[config.mk]
export PLATFORM = sky130hd
export DESIGN_NAME = audio_serial_port
export DESIGN_NICKNAME = d
export VERILOG_FILES = /design/src/rtl/audio_serial_port.sv
export SDC_FILE = /design/constraint.sdc
export NUM_CORES = 1
export LEC_CHECK = 0
export BUFFER_PORTS_ARGS = -buffer_cell sky130_fd_sc_hd__buf_4
export CORE_ASPECT_RATIO = 1.1
export CORE_MARGIN = 4
export CORE_UTILIZATION = 50
export DETAILED_ROUTE_END_ITERATION = 10
export PLACE_DENSITY_LB_ADDON = 0.12
export SYNTH_ARGS = -nofsm -noshare
export SYNTH_HDL_FRONTEND = slang
export SYNTH_SLANG_ARGS = --single-unit
[constraint.sdc]
create_clock -name clk -period 13.1 [get_ports clk]
set_clock_uncertainty 0.2 [all_clocks]
set_input_delay 1.31 -clock clk [delete_from_list [all_inputs] [get_ports clk]]
set_output_delay 1.31 -clock clk [all_outputs]
set_load 0.005 [all_outputs]
[src/rtl/audio_serial_port.sv]
module audio_serial_port #(
  parameter int DIV_W = 8
) (
  input  logic             clk,
  input  logic             rst_n,
  input  logic             cfg_master,
  input  logic             cfg_pcm,
  input  logic [1:0]       cfg_fmt,
  input  logic [5:0]       cfg_width,
  input  logic [DIV_W-1:0] cfg_half,
  input  logic             sclk_in,
  input  logic             fs_in,
  input  logic             sd_in,
  output logic             sclk_out,
  output logic             fs_out,
  output logic             sd_out,
  input  logic             tx_valid,
  output logic             tx_ready,
  input  logic [31:0]      tx_left,
  input  logic [31:0]      tx_right,
  output logic             rx_valid,
  input  logic             rx_ready,
  output logic [31:0]      rx_left,
  output logic [31:0]      rx_right,
  output logic             underrun
);
  localparam int POS_W = 6;

  logic [DIV_W-1:0] divcnt;
  logic             sclk_q, fs_q, fs_prev, lock, armed;
  logic [2:0]       sck_s;
  logic [1:0]       fs_s, sd_s;
  logic [POS_W-1:0] bcnt, nb, off, qf, qr, pr;
  logic [31:0]      tx_l, tx_r, rx_sl, rx_sr, word_f;
  logic             tick, fall, rise, fs_cur, sd_cur, start, load, cap, kf_ok, kr_ok;
  logic [4:0]       idx_f;

  assign tick   = cfg_master && (divcnt == cfg_half - DIV_W'(1));
  assign fall   = cfg_master ? (tick && sclk_q)  : (sck_s[2] && !sck_s[1]);
  assign rise   = cfg_master ? (tick && !sclk_q) : (sck_s[1] && !sck_s[2]);
  assign fs_cur = cfg_master ? fs_q  : fs_s[1];
  assign sd_cur = cfg_master ? sd_in : sd_s[1];

  assign off = cfg_pcm ? {4'b0, cfg_fmt} :
               (cfg_fmt == 2'd1) ? 6'd0 :
               (cfg_fmt == 2'd2) ? 6'd32 - cfg_width : 6'd1;

  assign nb    = bcnt + 6'd1;
  assign qf    = nb - off;
  assign start = rise && (cfg_pcm ? (fs_cur && !fs_prev) : (fs_prev && !fs_cur));
  assign pr    = start ? 6'd0 : bcnt;
  assign qr    = pr - off;
  assign kf_ok = {1'b0, qf[4:0]} < cfg_width;
  assign kr_ok = {1'b0, qr[4:0]} < cfg_width;
  assign load  = fall && (qf == 6'd0);
  assign cap   = rise && (qr == 6'd63) && armed;

  assign word_f = load ? (tx_valid ? tx_left : 32'd0) : (qf[5] ? tx_r : tx_l);
  assign idx_f  = 5'(cfg_width - 6'd1 - {1'b0, qf[4:0]});

  assign tx_ready = load;
  assign sclk_out = cfg_master && sclk_q;
  assign fs_out   = cfg_master && fs_q;

  always_ff @(posedge clk) begin
    if (!rst_n) begin
      divcnt   <= '0;
      sclk_q   <= 1'b1;
      fs_q     <= !cfg_pcm;
      fs_prev  <= !cfg_pcm;
      bcnt     <= 6'd63;
      lock     <= 1'b0;
      armed    <= 1'b0;
      sck_s    <= 3'b111;
      fs_s     <= '0;
      sd_s     <= '0;
      sd_out   <= 1'b0;
      underrun <= 1'b0;
      tx_l     <= '0;
      tx_r     <= '0;
      rx_sl    <= '0;
      rx_sr    <= '0;
      rx_left  <= '0;
      rx_right <= '0;
      rx_valid <= 1'b0;
    end else begin
      sck_s <= {sck_s[1:0], sclk_in};
      fs_s  <= {fs_s[0], fs_in};
      sd_s  <= {sd_s[0], sd_in};

      if (cfg_master) begin
        if (tick) begin
          divcnt <= '0;
          sclk_q <= !sclk_q;
        end else begin
          divcnt <= divcnt + DIV_W'(1);
        end
      end

      if (fall) begin
        bcnt   <= nb;
        fs_q   <= cfg_pcm ? (nb == 6'd0) : nb[5];
        sd_out <= kf_ok && word_f[idx_f];
        if (load) begin
          tx_l     <= tx_valid ? tx_left  : 32'd0;
          tx_r     <= tx_valid ? tx_right : 32'd0;
          underrun <= !tx_valid;
        end
      end

      if (rx_valid && rx_ready) rx_valid <= 1'b0;

      if (rise) begin
        fs_prev <= fs_cur;
        if (start) begin
          bcnt <= 6'd0;
          lock <= 1'b1;
        end
        if (qr == 6'd0) begin
          rx_sl <= {31'd0, sd_cur};
          rx_sr <= '0;
          armed <= lock || start;
        end else if (kr_ok) begin
          if (qr[5]) rx_sr <= {rx_sr[30:0], sd_cur};
          else       rx_sl <= {rx_sl[30:0], sd_cur};
        end
        if (cap) begin
          rx_left  <= rx_sl;
          rx_right <= kr_ok ? {rx_sr[30:0], sd_cur} : rx_sr;
          rx_valid <= 1'b1;
        end
      end
    end
  end

  assert_bclk_div_R2: assert property (@(posedge clk) disable iff (!rst_n)
    (cfg_master && !tick) |=> $stable(sclk_out));

  assert_ws_edges_R4: assert property (@(posedge clk) disable iff (!rst_n)
    (cfg_master && !cfg_pcm && !$stable(fs_out)) |-> (bcnt == 6'd0 || bcnt == 6'd32));

  assert_sync_width_R7: assert property (@(posedge clk) disable iff (!rst_n)
    (cfg_master && cfg_pcm && fs_out && fall) |=> !fs_out);

  assert_tx_edge_R8: assert property (@(posedge clk) disable iff (!rst_n)
    !fall |=> $stable(sd_out));

  assert_underrun_zero_R9: assert property (@(posedge clk) disable iff (!rst_n)
    (load && !tx_valid) |=> (underrun && !sd_out));

  assert_rx_hold_R10: assert property (@(posedge clk) disable iff (!rst_n)
    (rx_valid && !rx_ready && !cap) |=> (rx_valid && $stable(rx_left) && $stable(rx_right)));
endmodule

==> results.json, run 1 <==
{
  "status": "complete, no violations",
  "cts.sinks": 221,
  "final_cells": 1676,
  "hold_buffers": 0,
  "die_area_um2": 24430,
  "yosysUniqueCellTypes": 74,
  "r2r_slack_ps": 6850,
  "port_buffers": 158,
  "slew_violations": 0,
  "syn_inst": 1264,
  "clk_latency_ps": 510,
  "synth-edff-count": 2,
  "die_y_um": 163.5,
  "grt_pass1_wl_um": 43680,
  "grt_overflow": 0,
  "clk_pin_slew_worst_paths_ps": 60,
  "via_count": 9183,
  "tightest_slew_ps": 1158,
  "arrival_ps": 5620,
  "finalNetCount": 1488,
  "synth-seq-area-share_pct": 40.41,
  "max_stage_delay_ps": 750,
  "cts_buffers": 24,
  "place_inst": 1633,
  "root_buffer": "clkbuf_16",
  "core_region_area_um2": 21510,
  "post_cts_resized": 0,
  "synthArstFlopShare_pct": 0,
  "mostFrequentLayoutCell": "dfxtp_1",
  "syn_area_um2": 11000,
  "diodes": 0,
  "via_per_inst": 5.479,
  "fin_crit_sh_pct": 54.40,
  "drt_first_pass_iters": 5,
  "critPathSlowestCell": "nor2_2",
  "dr.first_iter.drc_count": 532,
  "synth_seq_cells": 221,
  "rows": 56,
  "cp.required_ps": 11590,
  "ys.flop_type": "dfxtp_1",
  "worstReg2RegStart": "divcnt[5]",
  "hold_viol": 0,
  "path_class": "in2out",
  "drive_gt1_share_pct": 17.39,
  "fillers": 1950,
  "crit_path_max_fanout": 62,
  "path_delay_family": "simple AND/OR/NAND/NOR gates",
  "hold_depth": 1,
  "max_freq_ghz": 0.1403,
  "dpl.hpwl_um": 17230,
  "p_leak_uw": 0.005284,
  "grt_max_degree": 120,
  "critPathBufInv": 6,
  "worst_hold_path_type": "reg2reg",
  "ant_nets": 0,
  "worstHoldEndpoint": "sck_s[1]",
  "rsz0062_at_grt": "false",
  "ioPinCount": 159,
  "avgSynthCellArea_um2": 8.700,
  "final-setup-viol-count": 0,
  "cp-end-kind": "primary output",
  "cts_setup_buffers": 0,
  "maxSlewHeadroom_pct": 22.57,
  "reg2regPathDepth": 21,
  "ir_drop_mv": 0.09796,
  "initial_core_util_pct": 51.12,
  "power.density_nw_per_um2": 135.4,
  "startpoint_type": "input pin",
  "cts.path.max_buffers": 3,
  "path_cells": "buf_4, inv_1, ha_1, nor2b_1, o21ai_0, inv_1, fa_1, xor2_1, nand3_1, or3_1, nor2_2, nand2_2, inv_2, buf_4, buf_4",
  "drc": 0,
  "final_cell_mix": "dfxtp_1, nand2_1, buf_4, nand3_1, nor2b_1",
  "fin_tns_setup_ps": 0,
  "synthToLayoutAreaGrowth_pct": 19.36,
  "place.gp.congestion": 0.8186,
  "antenna_found_initial": 0,
  "die_w_um": 149.4,
  "timing.critical_path.mode_cell": "buf_4",
  "htree_levels": 1,
  "yosysWarnings": 0,
  "routedWlPerCell_um": 15.78,
  "rr_endpoint": "rx_sr[17]",
  "max-cap-violations": 0,
  "min_from": "sck_s[0]",
  "grt_pass1_vias": 8636,
  "grt_usage_pct": 21.09,
  "period_needed_ps": 7127,
  "synth_nets": 1383,
  "drt-total-wl_um": 26450,
  "cts_tree": "done"
}
## stage by stage
step | utilization (%) | worst slack, ps | instance area [um^2] | total power [uW] | hold slack [ps]
2_1_floorplan | - | 6522 | 11000 | 939.3 | 186.3
3_3_place_gp | 56.90 | 5744 | 12240 | 1041 | 200.0
3_5_place_dp | 56.90 | 5630 | 12240 | 1040 | 201.5
4_1_cts | 61.02 | 5950 | 13130 | 1792 | 219.4
5_1_grt | 61.02 | 5595 | 13130 | 1859 | 225.5
6_report | 61.02 | 5973 | 13130 | 1777 | 215.5
## kinds of logic (layout without fill, tap and decap cells)
family                   count (synthesis)  count (layout)  synth area share [%]
buffers and inverters                  118             240                 4.824
multiplexers                            45              45                 4.574
flip-flops                             221             221                 40.41
AND/OR/NAND/NOR                        487             487                 21.58
AO/OA/AOI/OAI                          322             322                 21.72
XOR/XNOR                                41              41                 3.265
adder cells (fa/ha/maj)                 30              30                 3.618
## how the worst max path moves through the flow
stage               depth (start not counted)          from           end  slack [ps]
floorplan                                  24   cfg_half[0]  rx_right[10]        6520
global placement                           24   cfg_half[0]      rx_sl[0]        5740
detailed placement                         24   cfg_half[0]      rx_sl[0]        5630
CTS                                        15  cfg_width[1]      tx_ready        5950
global route                               24   cfg_half[0]      rx_sr[7]        5590
finish                                     15  cfg_width[1]      tx_ready        5970
## registers in the layout (all words and copies together) (netlist names)
register,count
rx_left,32
rx_right,32
rx_sl,32
rx_sr,32
tx_l,32
tx_r,32
divcnt,8
bcnt,6
sck_s,3
fs_s,2
sd_s,2
armed,1
fs_prev,1
fs_q,1
lock,1
rx_valid,1
sclk_q,1
sd_out,1
underrun,1
## metal layers
layer | vias up | wire length [um] | global-route usage, %
li1 | 4667 | - | -
met1 | 4253 | 11860 | 28.76
met2 | 224 | 12450 | 34.69
met3 | 39 | 1708 | 4.051
met4 | 0 | 424 | 4.952
met5 | - | 0 | 0
## area by class of cell
type                            instances  area [um^2]  share of cell area (%)
Sequential cell                       221         4444                   33.86
Clock inverter                         10        180.2                   1.373
Multi-Input combinational cell        925         6052                   46.11
Timing Repair Buffer                  171         1284                   9.780
Tap cell                              290        362.8                   2.764
Clock buffer                           33        705.7                   5.376
Inverter                               26        97.59                  0.7435
## report_power, final
group          internal [uW]  switching [uW]
registers                677            3.37
clock network            474             273
logic                    141             209
total                   1290             485
## synthesized netlist by cell type, types with 16 or more instances
cell type	number	area, um^2
dfxtp_1	219	4384
inv_1	24	90.09
nor2_1	31	116.4
clkbuf_1	60	225.2
xnor2_1	21	183.9
a22oi_1	63	473.0
and2_1	19	118.9
a21boi_1	34	255.2
nor3_1	16	80.08
a21oi_1	30	150.1
ha_1	27	337.8
nand3_1	81	405.4
xor2_1	20	175.2
o21ai_0	39	195.2
a21boi_0	58	435.4
o211a_1	34	340.3
mux2i_1	39	390.4
nand2_1	211	792.0
nor2b_1	76	475.5
buf_2	16	80.08
Note: power is estimated with default switching activity, not from simulation.
==> run 2: changes to the inputs <==
clock period = 6.2 ns   (was 13.1 ns; I/O delays follow)
==> run 2 against run 1 <==
  * Combinational power rose by 110%
  * Via count grew 1.8%
  * Worst hold slack worse by 130 ps
  * Routed wire length increased by 0.58%
  * Final cell count is 0.89% higher
  * Sequential share of layout area shrank 0.26 points
  * Die area stayed put
  * Critical path type is now in2reg
  * Largest cell class unchanged
==> results.json, run 2 (synthesized netlist as in run 1, its figures left out) <==
{
  "status": "complete, no violations",
  "drive_gt1_share_pct": 18.00,
  "place.gp.congestion": 0.8397,
  "maxSlewHeadroom_pct": 45.59,
  "die_y_um": 163.5,
  "die_w_um": 149.4,
  "p_leak_uw": 0.005350,
  "cts.sinks": 221,
  "path_class": "in2reg",
  "ir_drop_mv": 0.1873,
  "final_cell_mix": "dfxtp_1, nand2_1, buf_4, nand3_1, nor2b_1",
  "hold_buffers": 0,
  "worst_hold_path_type": "in2reg",
  "via_per_inst": 5.529,
  "max_freq_ghz": 0.1794,
  "crit_path_max_fanout": 20,
  "cts_setup_buffers": 0,
  "final-setup-viol-count": 0,
  "rsz0062_at_grt": "false",
  "hold_viol": 0,
  "port_buffers": 158,
  "dr.first_iter.drc_count": 483,
  "ant_nets": 0,
  "post_cts_resized": 0,
  "arrival_ps": 5790,
  "cts_buffers": 25,
  "routedWlPerCell_um": 15.73,
  "slew_violations": 0,
  "multi_input_area_um2": 6052,
  "path_depth": 25,
  "root_buffer": "clkbuf_16",
  "drt_first_pass_iters": 5,
  "grt_usage_pct": 21.30,
  "antenna_found_initial": 0,
  "fin_tns_setup_ps": 0,
  "drc": 0,
  "critPathSlowestCell": "nor2_4",
  "ioPinCount": 159,
  "fillers": 1960,
  "mostFrequentLayoutCell": "dfxtp_1",
  "grt_overflow": 0,
  "clk_pin_slew_worst_paths_ps": 60,
  "drt-total-wl_um": 26600,
  "max_stage_delay_ps": 560,
  "die_area_um2": 24430,
  "finalNetCount": 1500,
  "path_delay_family": "simple AND/OR/NAND/NOR gates",
  "dpl.hpwl_um": 17590,
  "via_count": 9349,
  "power.density_nw_per_um2": 282.9,
  "synthToLayoutAreaGrowth_pct": 20.29,
  "critPathBufInv": 4,
  "cp-end-kind": "register",
  "grt_pass1_vias": 8953,
  "cp.required_ps": 6420,
  "period_needed_ps": 5573,
  "htree_levels": 1,
  "ff_latch_area_um2": 4444,
  "tightest_slew_ps": 816.1,
  "reg2regPathDepth": 22,
  "cts_tree": "done",
  "fin_crit_sh_pct": 89.88,
  "clk_latency_ps": 520,
  "core_region_area_um2": 21510,
  "grt_pass1_wl_um": 44310,
  "startpoint_type": "input pin",
  "rows": 56,
  "hold_depth": 2,
  "timing.critical_path.mode_cell": "ha_1",
  "cts.path.max_buffers": 3,
  "grt_max_degree": 96,
  "max-cap-violations": 0,
  "initial_core_util_pct": 51.12,
  "final_util_pct": 61.49
}
run 2: worst register-to-register path, delay by kind of cell (launching register included):
family | cells | cell delay [ps]
flops | 1 | 430
fa+ha+maj | 3 | 660
xor+xnor | 1 | 250
buf+inv | 2 | 490
compound gates | 6 | 820
mux | 1 | 250
simple gates | 9 | 2380
run 2: final cells by class:
| cell class | instances | share of cell area (%) |
|---|---|---|
| multi-input cells | 925 | 45.75 |
| flip-flops and latches | 221 | 33.60 |
| repair buffers | 182 | 10.52 |
| clock buffers | 35 | 5.401 |
| well taps | 290 | 2.743 |
| clock inverters | 11 | 1.230 |
| inverters | 26 | 0.7378 |
| diodes | 1 | 0.01892 |
run 2: per-stage QoR:
stage	cells	total power (uW)	hold slack, ps	instance area (um^2)	worst slack [ps]
global placement	1644	2214	203.2	12350	166.9
global route	1690	3915	72.01	13230	142.2
detailed placement	1644	2213	199.3	12350	97.57
CTS	1690	3777	71.01	13230	589.6
finish	1691	3742	89.56	13230	627.4
floorplan	1264	1985	186.3	11000	312.3
run 2: final timing paths:
kind / startpoint / to / slack [ps]
setup / recovery: cfg_half[0] / rx_right[23] / 630
hold / removal: sclk_in / sck_s[0] / 90
setup reg to reg: divcnt[5] / rx_right[23] / 630
hold reg to reg: sck_s[0] / sck_s[1] / 210
run 2: per-layer routing:
| metal | GRT usage, % | wire, um | vias up |
|---|---|---|---|
| met5 | 0 | 0 | - |
| met4 | 5.243 | 479 | 0 |
| met3 | 3.607 | 1708 | 37 |
| met2 | 35.45 | 12630 | 250 |
| met1 | 28.92 | 11780 | 4375 |
| li1 | - | - | 4687 |
run 2: where the power goes:
group | switching, uW | internal [uW] | leakage, uW | total (uW)
registers | 7.40 | 1430 | 0.00179 | 1440
clock network | 582 | 971 | 0.000434 | 1550
logic | 444 | 306 | 0.00313 | 750
total | 1030 | 2710 | 0.00535 | 3740
==> run 3: changes to the inputs <==
CELL_PAD_IN_SITES_DETAIL_PLACEMENT = 1   (was unset)
CELL_PAD_IN_SITES_GLOBAL_PLACEMENT = 1   (was unset)
CORE_UTILIZATION = 39   (was 50)
==> run 3 against run 2 <==
  * Design area increased by 0.16%
  * Combinational power is 3.5% higher
  * Final cell count grew 4.2%
  * Flip-flop and latch count unchanged
  * Worst hold slack worse by 3.4 ps
  * Via count grew 2.0%
  * Sequential share of layout area decreased by 0.054 points
  * First-iteration DRC count increased by 16%
  * Utilization decreased by 14 points
==> results.json, run 3 (synthesized netlist as in run 1, its figures left out) <==
{
  "routedWlPerCell_um": 17.66,
  "startpoint_type": "input pin",
  "ioPinCount": 159,
  "maxSlewHeadroom_pct": 30.39,
  "rr_endpoint": "rx_sr[21]",
  "rsz0062_at_grt": "false",
  "htree_levels": 1,
  "cts.path.max_buffers": 3,
  "cts_setup_buffers": 0,
  "min_from": "sclk_in",
  "max_stage_delay_ps": 470,
  "finalNetCount": 1499,
  "path_cells": "buf_4, inv_1, ha_1, or3b_2, or3b_2, nand3_1, o211ai_2, or4_4, a21boi_2, nor2b_1, ha_1, nor2b_1, o21ai_0, nand2b_1, a21o_1, a21oi_1, xnor2_1, or3_2, and2_4, o221ai_2, buf_4, a22oi_1, nor2b_1",
  "path_class": "in2reg",
  "via_per_inst": 5.413,
  "hold_viol": 0,
  "slew_violations": 0,
  "critPathSlowestCell": "or3b_2",
  "place_inst": 1716,
  "worst_hold_path_type": "in2reg",
  "die_area_um2": 30950,
  "grt_max_degree": 126,
  "core_region_area_um2": 27790,
  "fin_tns_setup_ps": 0,
  "antenna_found_initial": 1,
  "dpl.hpwl_um": 20660,
  "status": "complete, no violations",
  "via_count": 9537,
  "grt_util_met2_pct": 34.13,
  "die_w_um": 168.1,
  "cp-end-kind": "register",
  "cts.sinks": 221,
  "gr-usage-met1_pct": 25.09,
  "dr.first_iter.drc_count": 558,
  "drc": 0,
  "busiest_layer": "met2",
  "r2r_slack_ps": 900,
  "root_buffer": "clkbuf_16",
  "hold_buffers": 0,
  "max_freq_ghz": 0.1877,
  "path_delay_family": "simple AND/OR/NAND/NOR gates",
  "fin_crit_sh_pct": 85.95,
  "whs_ps": 86.11,
  "ant_nets": 0,
  "clk_pin_slew_worst_paths_ps": 60,
  "clk_latency_ps": 520,
  "final_util_pct": 47.68,
  "cp.required_ps": 6450,
  "die_y_um": 184.1,
  "final-setup-viol-count": 0,
  "p_leak_uw": 0.005299,
  "max-cap-violations": 0,
  "grt_pass1_vias": 9991,
  "drt_first_pass_iters": 5,
  "synthToLayoutAreaGrowth_pct": 20.48,
  "worstHoldEndpoint": "sck_s[0]",
  "grt_overflow": 0,
  "crit_path_max_fanout": 32,
  "timing.critical_path.mode_cell": "nor2b_1",
  "cts_buffers": 25,
  "drt-total-wl_um": 31120,
  "rows": 64,
  "post_dp_cell_area_um2": 12470,
  "hold_depth": 2,
  "power.density_nw_per_um2": 274.3,
  "tightest_slew_ps": 1044,
  "drive_gt1_share_pct": 17.95,
  "period_needed_ps": 5329,
  "mostFrequentLayoutCell": "dfxtp_1",
  "grt_usage_pct": 19.54,
  "grt_pass1_wl_um": 51060,
  "fillers": 3288,
  "finish.instance_area_um2": 13250,
  "critPathBufInv": 3,
  "use_met3_pct": 2.874,
  "port_buffers": 158,
  "post_cts_resized": 0,
  "arrival_ps": 5580,
  "worstReg2RegStart": "divcnt[5]",
  "initial_core_util_pct": 39.58,
  "ir_drop_mv": 0.1481,
  "final_cell_mix": "dfxtp_1, nand2_1, buf_4, nand3_1, nor2b_1",
  "final_cells": 1762,
  "cts_tree": "done",
  "reg2regPathDepth": 20,
  "place.gp.congestion": 0.8102
}
-- run 3: cell count changes in the layout (fill, tap and decap cells not counted), sizes merged --
cell      previous run  this run
clkbuf              35        33
inv                 26        25
buf                182       181
bufinv               4         1
clkinv               7         9
clkinvlp             0         3
-- run 3: worst register-to-register path: stages, from the launching register on --
cell and delay, ps:
dfxtp_1 440, or3b_2 470, or4_1 420, o311ai_1 150, o211ai_2 200, or4_4 460
a21boi_2 180, nor2b_1 90, ha_1 290, nor2b_1 130, o21ai_0 150, nand2b_1 100
a21o_1 180, a21oi_1 170, xnor2_1 110, or3_2 470, and2_4 210, o221ai_2 150
buf_4 360, a22oi_1 180, nor2b_1 130
-- run 3: report_power, final --
| group | switching (uW) | total (uW) | internal, uW |
|---|---|---|---|
| clock network | 601 | 1420 | 819 |
| logic | 466 | 776 | 310 |
| registers | 7.64 | 1440 | 1430 |
| total | 1070 | 3630 | 2560 |
-- run 3: how the worst max path moves through the flow --
stage | cells after the start | start | endpoint
after floorplan | 24 | cfg_half[0] | rx_right[10]
after global placement | 23 | cfg_half[0] | rx_sr[27]
after detailed placement | 24 | cfg_half[0] | rx_right[15]
after CTS | 23 | cfg_half[0] | rx_sr[21]
after global routing | 25 | cfg_half[0] | rx_right[27]
final | 23 | cfg_half[0] | rx_sr[21]
-- run 3: layout make-up --
type | count | area (um^2) | share of cell area, %
well taps | 363 | 454.2 | 3.428
diodes | 1 | 2.502 | 0.01889
multi-input cells | 925 | 6063 | 45.76
clock inverters | 12 | 92.59 | 0.6988
inverters | 26 | 97.59 | 0.7366
clock buffers | 33 | 685.7 | 5.175
repair buffers | 181 | 1409 | 10.63
flip-flops and latches | 221 | 4444 | 33.54
-- run 3: stage by stage --
step                setup slack (ps)  total power (uW)
finish                         871.1              3634
global route                   529.6              3816
CTS                            889.3              3685
detailed placement             367.0              2246
global placement               460.6              2236
floorplan                      312.3              1985
-- run 3: layer usage --
metal	vias to the layer above	routed length, um
met5	-	0
met4	0	905
met3	51	1208
met2	158	15250
met1	4649	13750
li1	4679	-
